`src/rtl/burst_pkg.sv`:
```
package burst_pkg;
  localparam int BEAT_W = 2;
  localparam int BEATS  = 1 << BEAT_W;

  typedef logic [BEAT_W-1:0] beat_t;

  typedef enum logic {
    ORDER_LINEAR = 1'b0,
    ORDER_XOR    = 1'b1
  } order_e;

  // linear order: start offset plus running count, wrapping at BEATS
  function automatic beat_t linear_beat(beat_t start, beat_t count);
    return beat_t'(start + count);
  endfunction

  // interleaved order: start offset with running count folded in by XOR
  function automatic beat_t xor_beat(beat_t start, beat_t count);
    return start ^ count;
  endfunction

  function automatic beat_t map_beat(order_e mode, beat_t start, beat_t count);
    return (mode == ORDER_XOR) ? xor_beat(start, count) : linear_beat(start, count);
  endfunction
endpackage

```
`src/rtl/burst_mode_latch.sv`:
```
module burst_mode_latch
  import burst_pkg::*;
(
  input  logic   clk,
  input  logic   rst_n,
  input  logic   order_sel,
  output order_e mode_q
);
  // configuration is followed only while reset is held, then frozen
  always_ff @(posedge clk) begin
    if (!rst_n) mode_q <= order_e'(order_sel);
  end
endmodule

```
`src/rtl/burst_ctrl.sv`:
```
module burst_ctrl (
  input  logic strobe_cpu_n,
  input  logic strobe_ctl_n,
  input  logic adv_n,
  output logic load_ev,
  output logic step_ev
);
  always_comb begin
    load_ev = !strobe_cpu_n || !strobe_ctl_n;
    // load has priority over advance
    step_ev = !adv_n && !load_ev;
  end
endmodule

```
`src/rtl/burst_counter.sv`:
```
module burst_counter
  import burst_pkg::*;
#(
  parameter int ADDR_W = 18,
  localparam int UPPER_W = ADDR_W - BEAT_W
) (
  input  logic               clk,
  input  logic               rst_n,
  input  logic               load_ev,
  input  logic               step_ev,
  input  logic [ADDR_W-1:0]  base_addr,
  output logic [UPPER_W-1:0] upper_q,
  output beat_t              start_q,
  output beat_t              count_q,
  output logic               wrap_ev
);
  localparam beat_t LAST = beat_t'(BEATS - 1);

  always_ff @(posedge clk or negedge rst_n) begin
    if (!rst_n) begin
      upper_q <= '0;
      start_q <= '0;
      count_q <= '0;
    end else if (load_ev) begin
      upper_q <= base_addr[ADDR_W-1:BEAT_W];
      start_q <= base_addr[BEAT_W-1:0];
      count_q <= '0;
    end else if (step_ev) begin
      count_q <= count_q + beat_t'(1);
    end
  end

  assign wrap_ev = step_ev && (count_q == LAST);
endmodule

```
`src/rtl/burst_beat_map.sv`:
```
module burst_beat_map
  import burst_pkg::*;
(
  input  order_e mode,
  input  beat_t  start,
  input  beat_t  count,
  output beat_t  beat
);
  always_comb beat = map_beat(mode, start, count);
endmodule

```
`src/rtl/burst_addr_gen.sv`:
```
module burst_addr_gen
  import burst_pkg::*;
#(
  parameter int ADDR_W = 18
) (
  input  logic              clk,
  input  logic              rst_n,
  input  logic              strobe_cpu_n,
  input  logic              strobe_ctl_n,
  input  logic              adv_n,
  input  logic              order_sel,
  input  logic [ADDR_W-1:0] base_addr,
  output logic [ADDR_W-1:0] word_addr
);
  localparam int UPPER_W = ADDR_W - BEAT_W;

  order_e             mode_q;
  logic               load_ev;
  logic               step_ev;
  logic               wrap_ev;
  logic [UPPER_W-1:0] upper_q;
  beat_t              start_q;
  beat_t              count_q;
  beat_t              beat;

  burst_mode_latch u_mode (
    .clk       (clk),
    .rst_n     (rst_n),
    .order_sel (order_sel),
    .mode_q    (mode_q)
  );

  burst_ctrl u_ctrl (
    .strobe_cpu_n (strobe_cpu_n),
    .strobe_ctl_n (strobe_ctl_n),
    .adv_n        (adv_n),
    .load_ev      (load_ev),
    .step_ev      (step_ev)
  );

  burst_counter #(.ADDR_W(ADDR_W)) u_cnt (
    .clk       (clk),
    .rst_n     (rst_n),
    .load_ev   (load_ev),
    .step_ev   (step_ev),
    .base_addr (base_addr),
    .upper_q   (upper_q),
    .start_q   (start_q),
    .count_q   (count_q),
    .wrap_ev   (wrap_ev)
  );

  burst_beat_map u_map (
    .mode  (mode_q),
    .start (start_q),
    .count (count_q),
    .beat  (beat)
  );

  assign word_addr = {upper_q, beat};
endmodule

```
`config.mk`:
```
export PLATFORM = sky130hd
export DESIGN_NAME = burst_addr_gen
export DESIGN_NICKNAME = d
export VERILOG_FILES = /design/src/rtl/burst_pkg.sv /design/src/rtl/burst_mode_latch.sv /design/src/rtl/burst_ctrl.sv /design/src/rtl/burst_counter.sv /design/src/rtl/burst_beat_map.sv /design/src/rtl/burst_addr_gen.sv
export SDC_FILE = /design/constraint.sdc
export NUM_CORES = 1
export LEC_CHECK = 0
export ABC_AREA = 1
export CAP_MARGIN = 15
export CORE_MARGIN = 5
export CORE_UTILIZATION = 39
export CTS_CLUSTER_DIAMETER = 80
export CTS_CLUSTER_SIZE = 24
export DETAILED_ROUTE_END_ITERATION = 8
export PLACE_DENSITY = 0.79
export SLEW_MARGIN = 20
export SYNTH_ARGS = -nofsm -noshare
export SYNTH_HDL_FRONTEND = slang
export SYNTH_SLANG_ARGS = --single-unit
```
`constraint.sdc`:
```
create_clock -name clk -period 1.3 [get_ports clk]
set_input_delay 0.195 -clock clk [delete_from_list [all_inputs] [get_ports clk]]
set_output_delay 0.195 -clock clk [all_outputs]
set_load 0.05 [all_outputs]
```
==> metrics.md <==
| Metric | Value |
|---|---|
| Status | `complete, but fails checks` |
| Failing checks | `setup timing` |
| Die ar. | `3320 sq um` |
| Max-cap violations | `0` |
| Register bit total from synthesis | `21` |
| DRT Pass-1 Iters | `4` |
| DRT iter0 DRCs | `10` |
| Total track usage | `about 16%` |
| Pwr Density | `1060 nW/um^2` |
| Mapped Cells | `between 100 and 150` |
| Avg Inst Size Synth | `between 8 and 9 sq um` |
| Crit path DAT | `roughly 1.3 ns` |
| DP Worst Slack | `roughly 0.034 ns` |
| Share of cells above drive strength 1 | `23.0%` |
| Synth unique cells | `12` |
| Setup crit start kind | `register` |
| Ratio of final minimum period to clock period | `118%` |
| Crit path max fanout | `2` |
| Vias per std cell | `4.52` |
| Synthesized Nets | `about 130` |
| Layout Nets | `178` |
| CTS tree | `done` |
| Clk_lat worst skew | `roughly 0.3 ns` |
| Vias in the first global route | `~890` |
| Main synth FF type | `dfrtp_1` |
| DRT Wirelength | `roughly 2.4 mm` |
| CTS sink count | `21` |
| Final ANT Viol Nets | `0` |
| Starting Density | `around two fifths` |
| Root Driver | `clkbuf_4` |
| Final setup skew | `about 0.0053 ns` |
| Reg2reg setup slack | `around 0.19 ns` |
| Yosys top cell area share | `a little under three fifths` |
| Fmax | `roughly 650 MHz` |
| Die Width | `slightly below 60 um` |
| Die height | `around 58 um` |
| Synthesized area | `roughly 890 sq um` |
| Initial antenna violation count | `0` |
| Syn-to-layout area delta | `76.3%` |
| DP HPWL | `roughly 1.8 mm` |
| Power Total | `roughly 0.0017 W` |
| Sequential-to-total area share from yosys stat | `between 50% and 60%` |
| Leak | `0.780 nW` |
| Hold Vio Cnt, Final | `0` |
| Number of synthesized flops with an enable pin | `1` |
| CP Capture Type | `output pin` |
| Most common cell in the netlist | `nand2_1` |
| IO Pins | `42` |
| Reg-to-Reg End | `u_cnt.count_q[1]` |
| CP Class | `register to output pin` |
| Fillers | `approximately 160` |
| CORE AREA | `about 2200 sq um` |
| Clock-pin slew on the worst setup and hold paths | `0.12 ns` |
| Routed WL per cell | `about 13 um` |
| Max clock buf depth | `2` |
| RSZ-0062 raised after global routing | `yes` |
| Reg2reg path depth | `7` |
| GP Congestion | `roughly 0.7` |
| Worst Max-Slew Pin Slew | `~0.3 ns` |
| Largest net degree at the start of global routing | `21` |
| Row cnt | `17` |
| Synth top cells by count | `nand2_1 (61), dfrtp_1 (20), inv_1 (7), nor2_1 (5)` |
| Routed via count | `814` |
| Remaining Overflow, GRT | `0` |
| CP required | `1.11 ns` |
| Largest cells by area after synthesis | `dfrtp_1 (56%), nand2_1 (26%), edfxtp_1 (3.4%), inv_1 (3.0%), buf_6 (2.5%)` |
| Depth of the CTS H-tree | `1` |
| First-pass GRT wire length | `slightly below 4 mm` |
| Final WS setup | `-0.230 ns` |
| Final setup viols | `2` |
| Yosys warnings | `0` |
| Minimum clock period after layout | `~1.5 ns` |
| Rel. slew slack | `between 70 and 80%` |
| # diodes | `0` |
| Maximum vdd drop | `~0.66 mV` |
| Post-synth top area cell | `dfrtp_1` |
| HP Class | `input port to async pin` |
| Post-route DRC | `0` |
| Async set-reset flop share out of synthesis | `~95%` |
| CTS buffer count | `3` |
| Max-slew violation count | `0` |
| Reg2reg start | `u_cnt.count_q[0]` |
| PortBufs | `41` |
[registers in the layout, indices dropped and copies added, names as in the netlist]
| signal | cells |
|---|---|
| u_mode.mode_q | 1 |
| u_cnt.upper_q | 16 |
| u_cnt.start_q | 2 |
| u_cnt.count_q | 2 |
[power breakdown]
part	internal, W	switching [W]
registers	0.000709	0.0000584
clock network	0.000115	0.000196
logic	0.000292	0.000287
total	0.00111	0.000541
[metrics by stage]
stage          utilization, %  cells  hold WS [ns]  TNS [ns]  cell area (sq um)
2_1_floorplan               -    104        -0.101         0                886
3_3_place_gp             68.3    173         0.468         0               1500
3_5_place_dp             68.3    173         0.499         0               1500
4_1_cts                  70.4    179         0.275    -0.286               1540
5_1_grt                  71.3    180         0.278    -0.353               1560
6_report                 71.3    180         0.274    -0.267               1560
[worst max-delay path by stage]
stage	start	endpoint	slack, ns	cells past startpoint
finish	u_cnt.count_q[0]	word_addr[1]	-0.23	7
global route	u_cnt.count_q[0]	word_addr[1]	-0.29	6
global placement	strobe_cpu_n	u_cnt.count_q[0]	0.1	5
detailed placement	strobe_ctl_n	u_cnt.count_q[1]	0.03	5
CTS	u_cnt.start_q[0]	word_addr[1]	-0.20	7
floorplan	u_cnt.start_q[0]	word_addr[1]	0.07	6
[routing by layer]
layer  vias to the layer above  wire length (um)  GRT usage [%]
met5                         -                 0              0
met3                         8                89           2.45
met2                        23              1370           30.0
li1                        404                 -              -
met4                         0                74           9.60
met1                       379               865           15.6
[critical path: stages, from the launching register on]
cell and delay [ns]:
dfrtp_1 0.43, ha_4 0.18, inv_2 0.04, nor2_2 0.02, nand3_1 0.09, nand2_1 0.07, inv_2 0.06, buf_12 0.13
[cells by family after synthesis]
logic type / count (synthesis) / synth area share [%]
simple gates: 70 / 30.5
compound gates: 1 / 0.564
buf+inv: 11 / 7.63
fa+ha+maj: 1 / 1.41
flops: 21 / 59.9
[layout by cell type, fill, tap and decap left out]
master / count
nand2_2: 2
clkdlybuf4s50_1: 23
buf_12: 18
clkinv_2: 1
dfrtp_1: 20
ha_4: 1
nand2_1: 61
o21ai_0: 1
edfxtp_1: 1
buf_4: 6
nor2_1: 4
nor2_2: 1
clkbuf_4: 3
nand3_1: 2
inv_2: 3
inv_1: 5
[area by class of cell]
class	instances	area, sq um	share of cell area (%)
inverters	8	30.0	1.92
clock inverters	1	5.00	0.321
well taps	28	35.0	2.24
flip-flops and latches	21	531	34.0
repair buffers	47	636	40.7
clock buffers	3	22.5	1.44
multi-input cells	72	303	19.4
[what timing repair did]
item	CTS	global route
hold buffers	0	0
pin swaps	0	3
cloned	0	0
gates resized for setup	3	2
endpoints found under the hold margin	0	0
endpoints found under the setup margin	2	2
buffers inserted	2	1
(Power assumes the default switching activity.)
